==> src/rtl/dfc_pkg.sv <==
package dfc_pkg;

   typedef enum logic [2:0] {
      S_IDLE,
      S_LOAD,
      S_ARB,
      S_BEAT,
      S_ENDE
   } dfc_state_e;

   typedef struct packed {
      logic vld;
      logic brst;
      logic last;
   } dfc_grant_t;

endpackage

==> src/rtl/dfc_req_arb.sv <==
module dfc_req_arb
   import dfc_pkg::*;
(
   input  logic       en,
   input  logic       pflow,
   input  logic       brst_req,
   input  logic       sngl_req,
   input  logic       last_brst_req,
   input  logic       last_sngl_req,
   output dfc_grant_t grant
);

   logic want_b;
   logic want_s;

   always_comb begin
      // last lines only count as requests when the peripheral ends the entry
      want_b     = brst_req | (pflow & last_brst_req);
      want_s     = sngl_req | (pflow & last_sngl_req);
      grant.vld  = en & (want_b | want_s);
      grant.brst = want_b;
      grant.last = pflow & (want_b ? last_brst_req : last_sngl_req);
   end

endmodule

==> src/rtl/dfc_beat_cnt.sv <==
module dfc_beat_cnt #(
   parameter int BURST_LEN = 4,
   parameter int CNT_W     = 8
) (
   input  logic             clk,
   input  logic             rst_n,
   input  logic             load,
   input  logic             brst,
   input  logic             clip_en,
   input  logic [CNT_W-1:0] rem,
   input  logic             beat,
   output logic             last
);

   generate
      if (BURST_LEN > 1) begin : g_cnt
         localparam int BW = $clog2(BURST_LEN + 1);
         localparam logic [CNT_W-1:0] BLEN = CNT_W'(BURST_LEN);

         logic [BW-1:0]    left_q;
         logic [CNT_W-1:0] want;

         always_comb begin
            if (!brst)
               want = CNT_W'(1);
            else if (clip_en && (rem < BLEN))
               want = rem;
            else
               want = BLEN;
         end

         always_ff @(posedge clk or negedge rst_n) begin
            if (!rst_n)
               left_q <= '0;
            else if (load)
               left_q <= BW'(want);
            else if (beat && (left_q != '0))
               left_q <= left_q - 1'b1;
         end

         assign last = (left_q == BW'(1));


         burst_run_chk: assert property (@(posedge clk) disable iff (!rst_n)
            (beat && !last) |=> beat);
      end else begin : g_one
         logic unused_in;
         assign unused_in = ^{load, brst, clip_en, rem, beat, clk, rst_n};
         assign last      = 1'b1;
      end
   endgenerate

endmodule

==> src/rtl/dfc_seq.sv <==
module dfc_seq
   import dfc_pkg::*;
#(
   parameter int CNT_W = 8,
   parameter int PTR_W = 16
) (
   input  logic             clk,
   input  logic             rst_n,
   input  logic             start,
   input  logic             load_ack,
   input  logic [CNT_W-1:0] ld_cnt,
   input  logic             ld_pflow,
   input  logic [PTR_W-1:0] ld_next,
   input  dfc_grant_t       grant,
   input  logic             bc_last,
   output logic             arb_en,
   output logic             bc_load,
   output logic             pflow,
   output logic [CNT_W-1:0] rem,
   output logic             load_req,
   output logic             beat,
   output logic             brst_clr,
   output logic             sngl_clr,
   output logic             tc_pulse,
   output logic             chan_en,
   output logic             chan_done
);

   dfc_state_e       st_q, st_d;
   logic [CNT_W-1:0] rem_q;
   logic             pflow_q;
   logic             more_q;
   logic             kind_brst_q;
   logic             last_flag_q;
   logic             chan_en_q;
   logic             chan_done_q;
   logic             ent_end;

   always_comb begin
      st_d    = st_q;
      ent_end = pflow_q ? last_flag_q : (rem_q == CNT_W'(1));
      unique case (st_q)
         S_IDLE: if (start) st_d = S_LOAD;
         S_LOAD: if (load_ack) st_d = (!ld_pflow && (ld_cnt == '0)) ? S_ENDE : S_ARB;
         S_ARB:  if (grant.vld) st_d = S_BEAT;
         S_BEAT: if (bc_last) st_d = ent_end ? S_ENDE : S_ARB;
         S_ENDE: st_d = more_q ? S_LOAD : S_IDLE;
         default: st_d = S_IDLE;
      endcase
   end

   always_ff @(posedge clk or negedge rst_n) begin
      if (!rst_n) begin
         st_q        <= S_IDLE;
         rem_q       <= '0;
         pflow_q     <= 1'b0;
         more_q      <= 1'b0;
         kind_brst_q <= 1'b0;
         last_flag_q <= 1'b0;
         chan_en_q   <= 1'b0;
         chan_done_q <= 1'b0;
      end else begin
         st_q <= st_d;
         if (st_q == S_IDLE && start) begin
            chan_en_q   <= 1'b1;
            chan_done_q <= 1'b0;
         end
         if (st_q == S_LOAD && load_ack) begin
            rem_q   <= ld_cnt;
            pflow_q <= ld_pflow;
            more_q  <= (ld_next != '0);
         end
         if (st_q == S_ARB && grant.vld) begin
            kind_brst_q <= grant.brst;
            last_flag_q <= grant.last;
         end
         if (st_q == S_BEAT && !pflow_q)
            rem_q <= rem_q - CNT_W'(1);
         if (st_q == S_ENDE) begin
            chan_en_q   <= more_q;
            chan_done_q <= !more_q;
         end
      end
   end

   assign arb_en    = (st_q == S_ARB);
   assign bc_load   = arb_en && grant.vld;
   assign pflow     = pflow_q;
   assign rem       = rem_q;
   assign load_req  = (st_q == S_LOAD);
   assign beat      = (st_q == S_BEAT);
   assign brst_clr  = beat && bc_last && kind_brst_q;
   assign sngl_clr  = beat && bc_last && !kind_brst_q;
   assign tc_pulse  = (st_q == S_ENDE);
   assign chan_en   = chan_en_q;
   assign chan_done = chan_done_q;


   rem_dec_chk: assert property (@(posedge clk) disable iff (!rst_n)
      (beat && !pflow_q) |=> (rem_q == $past(rem_q) - CNT_W'(1)));


   rem_nz_chk: assert property (@(posedge clk) disable iff (!rst_n)
      (beat && !pflow_q) |-> (rem_q != '0));


   pflow_rem_chk: assert property (@(posedge clk) disable iff (!rst_n)
      (beat && pflow_q) |=> $stable(rem_q));


   load_hold_chk: assert property (@(posedge clk) disable iff (!rst_n)
      load_req |-> !(brst_clr || sngl_clr));


   clr_gap_chk: assert property (@(posedge clk) disable iff (!rst_n)
      (brst_clr || sngl_clr) |=> !beat);


   tc_single_chk: assert property (@(posedge clk) disable iff (!rst_n)
      tc_pulse |=> !tc_pulse);


   done_off_chk: assert property (@(posedge clk) disable iff (!rst_n)
      $rose(chan_done) |-> (!chan_en && $past(tc_pulse)));

endmodule

==> src/rtl/dma_flow_ctl.sv <==
module dma_flow_ctl
   import dfc_pkg::*;
#(
   parameter int BURST_LEN = 4,
   parameter int CNT_W     = 8,
   parameter int PTR_W     = 16
) (
   input  logic             clk,
   input  logic             rst_n,
   input  logic             start,
   input  logic             load_ack,
   input  logic [CNT_W-1:0] ld_cnt,
   input  logic             ld_pflow,
   input  logic [PTR_W-1:0] ld_next,
   input  logic             brst_req,
   input  logic             sngl_req,
   input  logic             last_brst_req,
   input  logic             last_sngl_req,
   output logic             load_req,
   output logic             beat_vld,
   output logic             brst_clr,
   output logic             sngl_clr,
   output logic             tc_pulse,
   output logic             chan_en,
   output logic             chan_done
);

   generate
      if (CNT_W < 1 || PTR_W < 1) begin : g_bad_w
         $error("dma_flow_ctl: CNT_W and PTR_W must be at least 1");
      end
      if (BURST_LEN < 1 || BURST_LEN >= (1 << CNT_W)) begin : g_bad_bl
         $error("dma_flow_ctl: BURST_LEN must lie in 1 .. 2**CNT_W-1");
      end
   endgenerate

   dfc_grant_t       grant;
   logic             arb_en;
   logic             bc_load;
   logic             bc_last;
   logic             pflow;
   logic [CNT_W-1:0] rem;

   dfc_req_arb u_arb (
      .en            (arb_en),
      .pflow         (pflow),
      .brst_req      (brst_req),
      .sngl_req      (sngl_req),
      .last_brst_req (last_brst_req),
      .last_sngl_req (last_sngl_req),
      .grant         (grant)
   );

   dfc_beat_cnt #(
      .BURST_LEN (BURST_LEN),
      .CNT_W     (CNT_W)
   ) u_beat (
      .clk     (clk),
      .rst_n   (rst_n),
      .load    (bc_load),
      .brst    (grant.brst),
      .clip_en (!pflow),
      .rem     (rem),
      .beat    (beat_vld),
      .last    (bc_last)
   );

   dfc_seq #(
      .CNT_W (CNT_W),
      .PTR_W (PTR_W)
   ) u_seq (
      .clk       (clk),
      .rst_n     (rst_n),
      .start     (start),
      .load_ack  (load_ack),
      .ld_cnt    (ld_cnt),
      .ld_pflow  (ld_pflow),
      .ld_next   (ld_next),
      .grant     (grant),
      .bc_last   (bc_last),
      .arb_en    (arb_en),
      .bc_load   (bc_load),
      .pflow     (pflow),
      .rem       (rem),
      .load_req  (load_req),
      .beat      (beat_vld),
      .brst_clr  (brst_clr),
      .sngl_clr  (sngl_clr),
      .tc_pulse  (tc_pulse),
      .chan_en   (chan_en),
      .chan_done (chan_done)
   );


   brst_first_chk: assert property (@(posedge clk) disable iff (!rst_n)
      (arb_en && brst_req && sngl_req) |=> (beat_vld && !$past(load_req)) );

endmodule

==> config.mk <==
export PLATFORM = sky130hd
export DESIGN_NAME = dma_flow_ctl
export DESIGN_NICKNAME = d
export VERILOG_FILES = /design/src/rtl/dfc_pkg.sv /design/src/rtl/dfc_req_arb.sv /design/src/rtl/dfc_beat_cnt.sv /design/src/rtl/dfc_seq.sv /design/src/rtl/dma_flow_ctl.sv
export SDC_FILE = /design/constraint.sdc
export NUM_CORES = 1
export LEC_CHECK = 0
export ABC_AREA = 1
export CAP_MARGIN = 40
export CORE_UTILIZATION = 45
export DETAILED_ROUTE_END_ITERATION = 8
export PLACE_DENSITY_LB_ADDON = 0.2
export SLEW_MARGIN = 20
export SYNTH_ARGS = -nofsm -noshare
export SYNTH_HDL_FRONTEND = slang
export SYNTH_SLANG_ARGS = --single-unit
==> constraint.sdc <==
create_clock -name clk -period 1.44 [get_ports clk]
set_input_delay 0.216 -clock clk [delete_from_list [all_inputs] [get_ports clk]]
set_output_delay 0.216 -clock clk [all_outputs]
set_load 0.1 [all_outputs]
==> impl_metrics.json <==
{
  "numCtsBuffers": 3,
  "initial_core_util": 0.471,
  "clock_sinks": 20,
  "drc": 0,
  "use_met1": 0.302,
  "finalCritPeriodShare": 1.14,
  "r2r-start": "u_beat.g_cnt.left_q[0]",
  "p_per_area_nw_per_um2": 2010,
  "total_power_mw": 4.82,
  "cts_max_level": 1,
  "hold_buffers": 0,
  "p_leak_nw": 1.12,
  "num_io_pins": 40,
  "required_ns": 1.22,
  "slew_headroom": 0.821,
  "drive_above_1_share": 0.315,
  "row_count": 20,
  "syn-num-nets": 245,
  "antenna_found_initial": 0,
  "hold_path.class": "input port to asynchronous set/reset pin",
  "yosys.cell_types.count": 28,
  "violations": "setup timing",
  "status": "finished, violations left",
  "timing.rr.end": "u_beat.g_cnt.left_q[1]",
  "diodes": 0,
  "p_comb_frac": 0.705,
  "arrival_ns": 1.42,
  "ir_drop_v": 0.00109,
  "yosysWarnings": 0,
  "grt_overflow": 0,
  "critPathMaxStageDelay_ns": 0.39,
  "power_switching_mw": 2.37,
  "dieArea_um2": 3400,
  "rr_worst_depth": 10,
  "viasPerCell": 4.82,
  "fillers": 215,
  "start_kind": "register",
  "core_um2": 3030,
  "grt_usage": 0.231,
  "met2_usage": 0.404,
  "report.final.hold_viol_count": 0,
  "intPower_mw": 2.45,
  "post-route-util": 0.794,
  "syn_area_um2": 1430,
  "die_x_um": 58.3,
  "multiInputGateArea_um2": 947,
  "setup_ws_ns": -0.200,
  "post-route-min-period_ns": 1.64,
  "num_vias": 1543,
  "drv_cap": 0,
  "cp_slowest_cell": "dfrtp_1",
  "final_nets": 315,
  "grt_pass1_wl_um": 6010,
  "slew_viol_final": 0,
  "die_h_um": 58.3,
  "finalSetupTns_ns": -0.911,
  "clk_latency_ns": 0.30,
  "synth_cells": 207,
  "use_met3": 0.0290,
  "clk_root_buffer_cell": "clkbuf_4",
  "grt_setup_unrepaired": "true",
  "pre_cts_ws_ns": -0.000971,
  "tritoncts": "yes",
  "grt_pass1_vias": 1429,
  "ant_nets": 0,
  "drt_pass1_iterations": 4,
  "fin_worst_skew_ns": 0.00315,
  "drtIter0Drc": 63,
  "seqCellArea_um2": 504,
  "syn2layout_area_growth_pct": 68.7,
  "seq_area_frac_synth": 0.351,
  "place.gp.congestion": 0.883,
  "setup_viol": 11,
  "sw_frac_of_total": 0.491,
  "port-buffer-count": 39,
  "syn_avg_cell_area_um2": 6.88,
  "rrSetupSlack_ns": -0.06,
  "clk_pin_slew_ns": 0.12,
  "globalRoute.busiestLayer": "met2",
  "finalWirelength_um": 3860,
  "grt_max_degree": 21,
  "pwr-share-seq": 0.225,
  "ys_ff_latch": 20,
  "dp_hpwl_um": 2650,
  "tightest_slew_ns": 0.268,
  "max_freq_mhz": 610,
  "end_kind": "output pin",
  "clockBufferDepth": 2,
  "wl_per_cell_um": 12.1,
  "crit_chain": "inv_2 > ha_4 > inv_2 > nor2_4 > nand2_8 > nor2_4 > buf_12",
  "worstPathMaxFanout": 2,
  "clock_power_share": 0.070,
  "critPathKind": "register to output pin"
}
==> critical path, delay by kind of cell (launching register included) <==
kind,cells,cell delay (ns)
adder cells (fa/ha/maj),1,0.12
buffers and inverters,3,0.29
flip-flops,1,0.39
AND/OR/NAND/NOR,3,0.31
==> per-stage QoR <==
stage	std cells	cell area (um2)	hold WS [ns]
after CTS	307	2180	0.256
final	320	2400	0.245
after floorplan	207	1480	-0.0796
after detailed placement	296	2040	0.469
after global routing	320	2400	0.273
after global placement	296	2040	0.470
==> flip-flops by register name (all words and copies together) (netlist names) <==
signal and flops:
u_seq.chan_en 1, u_seq.chan_done 1, u_seq.pflow 1, u_seq.last_flag_q 1, u_seq.more_q 1, u_seq.kind_brst_q 1, u_beat.g_cnt.left_q 3, u_seq.rem 8
u_seq.st_q 3
==> what timing repair did <==
item | 4_1_cts | 5_1_grt
endpoints found under the setup margin | 5 | 19
buffers inserted | 7 | 15
gates resized for setup | 13 | 38
pin swaps | 7 | 12
==> metal layers <==
layer / vias to the layer above / part of all wire
li1: 796 / -
met1: 716 / 0.42
met2: 25 / 0.54
met3: 6 / 0.026
met4: 0 / 0.0083
met5: - / 0
==> synth_stat cells <==
cell type   n  share of area
a21oi_1     6          0.021
a21oi_2     1         0.0061
buf_4       1         0.0053
clkinv_2    1         0.0035
dfrtp_1    20           0.35
ha_1        5          0.044
inv_1      34          0.090
inv_2       1         0.0026
inv_4       1         0.0044
mux2_2      1         0.0079
nand2_1    51           0.13
nand2_2     4          0.018
nand2_4     1         0.0079
nand3_1    15          0.053
nand3_2     1         0.0070
nand4_1     4          0.018
nor2_1     28          0.074
nor2_2      3          0.013
nor2_4      3          0.024
nor2_8      1          0.014
nor3_2      1         0.0070
nor3b_1     1         0.0053
o211ai_1    3          0.016
o21ai_0    10          0.035
o21ai_1     6          0.021
o21bai_1    1         0.0053
o22ai_1     2         0.0088
or2_2       1         0.0044
==> worst max-delay path by stage <==
stage | start | end | slack [ns] | cells past startpoint
after global routing | u_beat.g_cnt.left_q[1] | sngl_clr | -0.29 | 7
after global placement | u_beat.g_cnt.left_q[1] | brst_clr | 0.007 | 7
final | u_beat.g_cnt.left_q[1] | sngl_clr | -0.20 | 7
after CTS | u_beat.g_cnt.left_q[1] | sngl_clr | -0.22 | 7
after floorplan | u_seq.st_q[2] | u_seq.rem[0] | -0.41 | 4
after detailed placement | u_beat.g_cnt.left_q[1] | sngl_clr | -0.001 | 7
==> placed cells by master (no fill, tap or decap), types with 4 or more instances in the layout <==
master | synthesis | final
a21oi_1 | 6 | 5
buf_12 | 0 | 7
buf_4 | 1 | 16
buf_6 | 0 | 11
clkdlybuf4s50_1 | 0 | 32
dfrtp_1 | 20 | 17
ha_1 | 5 | 4
inv_1 | 34 | 29
inv_2 | 1 | 6
nand2_1 | 51 | 46
nand2_2 | 4 | 5
nand3_1 | 15 | 10
nand3_2 | 1 | 6
nand4_1 | 4 | 4
nor2_1 | 28 | 21
nor2_4 | 3 | 11
o21ai_0 | 10 | 8
o21ai_1 | 6 | 7
==> power groups by stage <==
stage	Clock (mW)	Sequential, mW	Combinational [mW]
2_1_floorplan	0	1.03	1.85
3_3_place_gp	0	1.07	2.48
3_5_place_dp	0	1.07	2.53
4_1_cts	0.342	1.08	2.73
5_1_grt	0.373	1.12	3.71
6_report	0.336	1.09	3.40
==> kinds of logic (layout without fill, tap and decap cells) <==
group | count (synthesis) | in the layout | synth area share
and+or+nand+nor | 114 | 114 | 0.378
muxes | 1 | 1 | 0.00790
AOI/OAI and AO/OA | 29 | 29 | 0.113
adders and majority gates | 5 | 5 | 0.0439
DFF | 20 | 20 | 0.351
buffers and inverters | 38 | 107 | 0.105
==> cell type report <==
| cell class | instances | area share |
|---|---|---|
| clock buffers | 4 | 0.0151 |
| inverters | 37 | 0.0651 |
| multi-input cells | 149 | 0.394 |
| flip-flops and latches | 20 | 0.210 |
| well taps | 44 | 0.0229 |
| repair buffers | 66 | 0.293 |
No activity file was read; power rests on OpenSTA's default activity.
